<file path="config.mk">
export PLATFORM = sky130hd
export DESIGN_NAME = rst_supervisor
export DESIGN_NICKNAME = d
export VERILOG_FILES = /design/src/rtl/rst_sup_pkg.sv /design/src/rtl/rst_sup_src_gate.sv /design/src/rtl/rst_sup_btn_qual.sv /design/src/rtl/rst_sup_recovery.sv /design/src/rtl/rst_sup_cause.sv /design/src/rtl/rst_supervisor.sv
export SDC_FILE = /design/constraint.sdc
export NUM_CORES = 1
export LEC_CHECK = 0
export CELL_PAD_IN_SITES_DETAIL_PLACEMENT = 1
export CELL_PAD_IN_SITES_GLOBAL_PLACEMENT = 1
export CORE_AREA = 2 2 135 137
export DETAILED_ROUTE_END_ITERATION = 12
export DIE_AREA = 0 0 137 139
export PLACE_DENSITY_LB_ADDON = 0.1
export REMOVE_ABC_BUFFERS = 1
export SYNTH_ARGS = -nofsm -noshare
export SYNTH_HDL_FRONTEND = slang
export SYNTH_HIERARCHICAL = 1
export SYNTH_SLANG_ARGS = --single-unit
</file>
<file path="constraint.sdc">
create_clock -name clk_i -period 4.6 [get_ports clk_i]
set_input_delay 0.69 -clock clk_i [delete_from_list [all_inputs] [get_ports clk_i]]
set_output_delay 0.69 -clock clk_i [all_outputs]
set_load 0.03 [all_outputs]
</file>
<file path="src/rtl/rst_sup_pkg.sv">
package rst_sup_pkg;
  // Defaults assume a 125 MHz clock (8 ns).
  localparam int unsigned DEF_REC_CYC  = 26_250_000; // 210 ms
  localparam int unsigned DEF_FILT_CYC = 64;         // 512 ns: rejects <100 ns, accepts 1 us
  localparam int unsigned DEF_HOLD_CYC = 750;        // 6 us minimum hold
  localparam int unsigned LAT_W        = 16;         // width of one latency field
endpackage

</file>
<file path="src/rtl/rst_sup_src_gate.sv">
module rst_sup_src_gate #(
  parameter int unsigned LAT = 2500
) (
  input  logic clk_i,
  input  logic rst_ni,
  input  logic flag_i,
  output logic bad_o
);
  localparam int unsigned CW = $clog2(LAT + 1);

  logic [CW-1:0] cnt_q;
  logic          bad_q;

  always_ff @(posedge clk_i or negedge rst_ni) begin
    if (!rst_ni) begin
      cnt_q <= '0;
      bad_q <= 1'b0;
    end else if (!flag_i) begin
      cnt_q <= '0;
      bad_q <= 1'b0;
    end else begin
      if (cnt_q != CW'(LAT)) cnt_q <= cnt_q + 1'b1;
      bad_q <= (cnt_q >= CW'(LAT - 1));
    end
  end

  assign bad_o = bad_q;

  AST_SRC_CLEAR: assert property (@(posedge clk_i) disable iff (!rst_ni)
    !flag_i |=> !bad_o);
  AST_SRC_QUALIFIED: assert property (@(posedge clk_i) disable iff (!rst_ni)
    $rose(bad_o) |-> $past(flag_i));
endmodule

</file>
<file path="src/rtl/rst_sup_btn_qual.sv">
module rst_sup_btn_qual #(
  parameter int unsigned FILT_CYC = 64,
  parameter int unsigned HOLD_CYC = 750,
  parameter bit          HOLD_EN  = 1'b0
) (
  input  logic clk_i,
  input  logic rst_ni,
  input  logic mr_ni,
  output logic pressed_o
);
  localparam int unsigned THR = FILT_CYC + (HOLD_EN ? HOLD_CYC : 0);
  localparam int unsigned CW  = $clog2(THR + 1);

  logic [CW-1:0] low_cnt_q;
  logic          pressed_q;

  // One run counter covers both glitch rejection and hold qualification.
  always_ff @(posedge clk_i or negedge rst_ni) begin
    if (!rst_ni) begin
      low_cnt_q <= '0;
      pressed_q <= 1'b0;
    end else if (mr_ni) begin
      low_cnt_q <= '0;
      pressed_q <= 1'b0;
    end else begin
      if (low_cnt_q != CW'(THR)) low_cnt_q <= low_cnt_q + 1'b1;
      pressed_q <= (low_cnt_q >= CW'(THR - 1));
    end
  end

  assign pressed_o = pressed_q;

  AST_BTN_RELEASE: assert property (@(posedge clk_i) disable iff (!rst_ni)
    mr_ni |=> !pressed_o);
  AST_BTN_NEEDS_LOW: assert property (@(posedge clk_i) disable iff (!rst_ni)
    $rose(pressed_o) |-> $past(!mr_ni));
endmodule

</file>
<file path="src/rtl/rst_sup_recovery.sv">
module rst_sup_recovery #(
  parameter int unsigned REC_CYC = 26_250_000
) (
  input  logic clk_i,
  input  logic rst_ni,
  input  logic req_i,
  output logic active_o
);
  localparam int unsigned CW = $clog2(REC_CYC + 1);

  logic [CW-1:0] cnt_q;
  logic          hold_q;

  always_ff @(posedge clk_i or negedge rst_ni) begin
    if (!rst_ni) begin
      cnt_q  <= '0;
      hold_q <= 1'b1;
    end else if (req_i) begin
      cnt_q  <= '0;
      hold_q <= 1'b1;
    end else if (hold_q) begin
      if (cnt_q == CW'(REC_CYC - 1)) begin
        cnt_q  <= '0;
        hold_q <= 1'b0;
      end else begin
        cnt_q <= cnt_q + 1'b1;
      end
    end
  end

  assign active_o = req_i | hold_q;

  AST_REC_RESTART: assert property (@(posedge clk_i) disable iff (!rst_ni)
    req_i |=> (cnt_q == '0) && active_o);
  AST_REC_CLEAN_RELEASE: assert property (@(posedge clk_i) disable iff (!rst_ni)
    $fell(active_o) |-> !req_i && $past(!req_i));
endmodule

</file>
<file path="src/rtl/rst_sup_cause.sv">
module rst_sup_cause #(
  parameter int unsigned W = 4
) (
  input  logic         clk_i,
  input  logic         rst_ni,
  input  logic [W-1:0] src_i,
  output logic [W-1:0] cause_o
);
  logic         req_q;
  logic [W-1:0] cause_q;
  logic         req_any;

  assign req_any = |src_i;

  always_ff @(posedge clk_i or negedge rst_ni) begin
    if (!rst_ni) begin
      req_q   <= 1'b0;
      cause_q <= '0;
    end else begin
      req_q <= req_any;
      if (req_any && !req_q) cause_q <= src_i;
    end
  end

  assign cause_o = cause_q;

  AST_CAUSE_HELD: assert property (@(posedge clk_i) disable iff (!rst_ni)
    !(req_any && !req_q) |=> $stable(cause_o));
  AST_CAUSE_NONEMPTY: assert property (@(posedge clk_i) disable iff (!rst_ni)
    (req_any && !req_q) |=> (cause_o != '0));
endmodule

</file>
<file path="src/rtl/rst_supervisor.sv">
module rst_supervisor
  import rst_sup_pkg::*;
#(
  parameter int unsigned          NSRC      = 3,
  parameter logic [NSRC-1:0]      SRC_EN    = '1,
  parameter logic [NSRC*16-1:0]   LAT_CYC   = {16'd2750, 16'd2500, 16'd2500},
  parameter int unsigned          FILT_CYC  = DEF_FILT_CYC,
  parameter int unsigned          HOLD_CYC  = DEF_HOLD_CYC,
  parameter bit                   HOLD_EN   = 1'b0,
  parameter int unsigned          REC_CYC   = DEF_REC_CYC,
  parameter bit                   OPEN_DRAIN = 1'b0
) (
  input  logic            clk_i,
  input  logic            rst_ni,
  input  logic [NSRC-1:0] uv_flag_i,
  input  logic            mr_ni,
  output logic            sys_rst_no,
  output logic            rst_oe_o,
  output logic [NSRC:0]   cause_o
);
  logic [NSRC-1:0] bad;
  logic            pressed;
  logic            active;
  logic [NSRC:0]   src_vec;

  for (genvar i = 0; i < NSRC; i++) begin : g_src
    if (SRC_EN[i]) begin : g_on
      rst_sup_src_gate #(
        .LAT (int'(LAT_CYC[i*LAT_W +: LAT_W]))
      ) u_gate (
        .clk_i  (clk_i),
        .rst_ni (rst_ni),
        .flag_i (uv_flag_i[i]),
        .bad_o  (bad[i])
      );
    end else begin : g_off
      assign bad[i] = 1'b0;
    end
  end

  rst_sup_btn_qual #(
    .FILT_CYC (FILT_CYC),
    .HOLD_CYC (HOLD_CYC),
    .HOLD_EN  (HOLD_EN)
  ) u_btn (
    .clk_i     (clk_i),
    .rst_ni    (rst_ni),
    .mr_ni     (mr_ni),
    .pressed_o (pressed)
  );

  assign src_vec = {pressed, bad};

  rst_sup_recovery #(
    .REC_CYC (REC_CYC)
  ) u_rec (
    .clk_i    (clk_i),
    .rst_ni   (rst_ni),
    .req_i    (|src_vec),
    .active_o (active)
  );

  rst_sup_cause #(
    .W (NSRC + 1)
  ) u_cause (
    .clk_i   (clk_i),
    .rst_ni  (rst_ni),
    .src_i   (src_vec),
    .cause_o (cause_o)
  );

  if (OPEN_DRAIN) begin : g_od
    assign sys_rst_no = 1'b0;
    assign rst_oe_o   = active;
  end else begin : g_pp
    assign sys_rst_no = ~active;
    assign rst_oe_o   = 1'b1;
  end

  AST_RELEASE_NEEDS_QUIET: assert property (@(posedge clk_i) disable iff (!rst_ni)
    (src_vec != '0) |=> (OPEN_DRAIN ? rst_oe_o : !sys_rst_no));
endmodule

</file>
==> impl_metrics.sql <==
INSERT INTO impl_metrics (metric_group, metric, value, unit) VALUES
('drt', 'drc', '0', ''),
('drt', 'detail_route.wirelength', '11020', 'um'),
('synthesis', 'ys_seq_area_frac', '0.4487', ''),
('setup_path', 'critical_path_cell_list', 'or4_1, nor2_1, buf_4, inv_1, inv_1, clkdlybuf4s50_1', ''),
('synthesis', 'netlist_instances', '456', ''),
('place', 'numPortBuffers', '10', ''),
('setup_path', 'worstSetupEndpointType', 'output pin', ''),
('drt', 'met2_length', '5156', 'um'),
('synthesis', 'synth.area.top_cells', 'dfrtp_1, a21oi_1, nand2_1', ''),
('sta', 'final_hold_viol_count', '0', ''),
('die', 'ioPinCount', '12', ''),
('synthesis', 'synth.ff_latch_count', '78', ''),
('die', 'fp.dieArea', '0.01904', 'mm2'),
('cts', 'clkLatencyLatePin', '340', 'ps'),
('die', 'initial_core_util', '0.2465', ''),
('die', 'core_area', '0.01766', 'mm2'),
('power', 'worst_ir_drop_vdd', '0.0001826', 'V'),
('drt', 'detail_route_antenna_nets', '0', ''),
('drt', 'dr.max_layer_used', 'met4', ''),
('setup_path', 'worst_path_largest_cell_delay', '770', 'ps'),
('drt', 'route.met3.wl', '205', 'um'),
('sta', 'clock_skew', '5.618', 'ps'),
('setup_path', 'timing_worst_setup_path_type', 'flop to output pin', ''),
('synthesis', 'asyncSetResetFlopFracSynth', '1.000', ''),
('run_status', 'status', 'finished, final reports clean', ''),
('global_routing', 'track_usage', '0.1250', ''),
('cells_and_area', 'nets', '481', ''),
('cells_and_area', 'synthToLayoutAreaGrowth', '15.03', '%'),
('drt', 'vias', '3467', ''),
('run', 'drv_cap', '0', ''),
('cts', 'cts_tree', 'yes', ''),
('synthesis', 'number_of_enable_type_register_cells_in_the_synthesized_netlist', '0', ''),
('hold_path', 'hp-class', 'input pin to async pin', ''),
('power', 'cellLeakagePower', '1.953', 'nW'),
('setup_path', 'critPathRequiredTime', '3910', 'ps'),
('global_routing', 'first_global_vias', '3645', ''),
('cts', 'ctsHtreeMaxLevel', '3', ''),
('cts', 'tritoncts.num_buffers', '9', ''),
('drt', 'route.layer.met1.wl', '5493', 'um'),
('die', 'placementRows', '49', ''),
('die', 'die_height', '139', 'um'),
('cts', 'cts_resized', '0', ''),
('sta', 'layout_worst_path_cycle_share', '0.7433', ''),
('sta', 'setup-tns-final', '0', 'ps'),
('sta', 'max_freq', '292.5', 'MHz'),
('drt', 'drt_first_iter_violations', '94', ''),
('cts', 'clockBufferDepth', '2', ''),
('drt', 'vias_per_cell', '4.967', ''),
('cells_and_area', 'drive_above_1_share', '0.08955', ''),
('synthesis', 'netlist.area_leader.share', '0.4427', ''),
('sta', 'crit_path_time_final', '3419', 'ps'),
('drt', 'drt_pre_antenna_iters', '4', ''),
('cts', 'clk_root_buffer_cell', 'clkbuf_16', ''),
('cells_and_area', 'utilization', '0.2836', ''),
('setup_path', 'crit_fanout', '16', ''),
('global_routing', 'grt_pass1_wl', '18930', 'um'),
('cts', 'number_of_clock_sinks_seen_by_cts', '78', ''),
('cts', 'post-cts-setup-buffers', '0', ''),
('global_routing', 'grt_start_max_net_pins', '45', ''),
('synthesis', 'synth.largest_area_cell', 'dfrtp_1', ''),
('synthesis', 'netlist_area', '0.004353', 'mm2'),
('setup_path', 'crit_path_top_cell_by_count', 'inv_1', ''),
('cts', 'clkSlewWorstSetupHoldPaths', '60', 'ps'),
('synthesis', 'synthMostInstantiatedCell', 'dfrtp_1', ''),
('sta', 'setup-violations-final', '0', ''),
('sta', 'actual_slew_at_the_worst_max_slew_pin', '808.1', 'ps'),
('cells_and_area', 'antennaDiodeCount', '0', ''),
('cts', 'cts.hold.buffers_added', '0', ''),
('setup_path', 'master_of_the_slowest_instance_on_the_critical_path', 'or4_1', ''),
('synthesis', 'post_synth_num_cell_types', '63', ''),
('power', 'power_per_cell_area', '340.6', 'mW/mm2');
==> stage by stage <==
step                setup slack (ps)  cell area (um2)  hold slack (ps)  cells  power [W]
floorplan                       1934             4267            394.4    440  0.0008478
global placement                1536             4673            532.8    682  0.0009192
detailed placement              1517             4673            538.2    682  0.0009185
CTS                             1137             5007            390.9    698   0.001740
global route                    1003             5007            400.7    698   0.001797
finish                          1181             5007            361.8    698   0.001705
==> flip-flops by register name, summed over array words and instances (netlist names) <==
signal                   cells
u_cause/req_q                1
g_src.g_on.u_gate/cnt_q     36
g_src.g_on.u_gate/bad_o      3
u_cause/cause_o              4
u_btn/pressed_o              1
u_rec/hold_q                 1
u_btn/low_cnt_q              7
u_rec/cnt_q                 25
==> cell families after synthesis <==
kind of cell | Yosys count | share of synthesized area
DFF | 78 | 0.4487
muxes | 15 | 0.03593
and+or+nand+nor | 189 | 0.2682
buffers and inverters | 48 | 0.04742
adders and majority gates | 11 | 0.03162
AOI/OAI and AO/OA | 100 | 0.1391
other | 1 | 0.0008615
xor gates and xnor gates | 14 | 0.02817
==> worst max-delay path, delay by kind of cell (launching register included) <==
family	cells	cell delay, ps
simple gates	2	950
flops	1	420
buf+inv	4	1020
==> layout make-up <==
cell class,instances,area [um2]
Timing Repair Buffer,13,120.1
Clock buffer,11,252.7
Clock inverter,5,81.33
Tap cell,229,286.5
Sequential cell,78,1953
Multi-Input combinational cell,330,2193
Fill cell,2028,12650
Inverter,32,120.1
==> layout by cell type, fill, tap and decap left out, drive strengths merged, types with 3 or more instances in the layout <==
cell type,n
nand4,20
a21boi,4
xor2,10
and2,7
clkbuf,11
or4,16
inv,31
nor4,10
nor2,15
a31oi,5
and3,6
a21oi,33
clkdlybuf4s50,9
ha,11
mux2i,13
nand3,24
or3,23
and4,7
buf,4
xnor2,4
nor4b,7
dfrtp,77
o21ai,30
o31ai,10
nor3,6
nand2,38
nand2b,4
o41ai,4
clkinv,3
==> final timing paths <==
path                                            start                 end  slack (ps)  depth (start not counted)
max                        g_src[1].g_on.u_gate/bad_o          sys_rst_no        1180                          6
min                                            rst_ni     u_rec/cnt_q[13]         360                          1
max reg2reg                g_src[1].g_on.u_gate/bad_o      u_rec/cnt_q[5]        2210                          6
min reg2reg                           u_btn/pressed_o  u_cause/cause_o[2]         550                          1
max in group asynchronous                      rst_ni  u_cause/cause_o[0]        3330                          2
min in group clk_i                    u_btn/pressed_o  u_cause/cause_o[2]         550                          1
==> report_power, final <==
group | total (W) | leakage (nW) | internal (W) | switching, W
clock | 0.000803 | 0.162 | 0.000505 | 0.000298
combinational | 0.000140 | 0.725 | 0.0000544 | 0.0000852
sequential | 0.000762 | 1.07 | 0.000718 | 0.0000441
==> layer usage <==
layer,up-vias,global-route usage
li1,1697,-
met1,1744,0.1670
met2,14,0.1990
met3,12,0.02485
met4,0,0.04558
met5,-,0
Note: power is estimated with default switching activity, not from simulation.
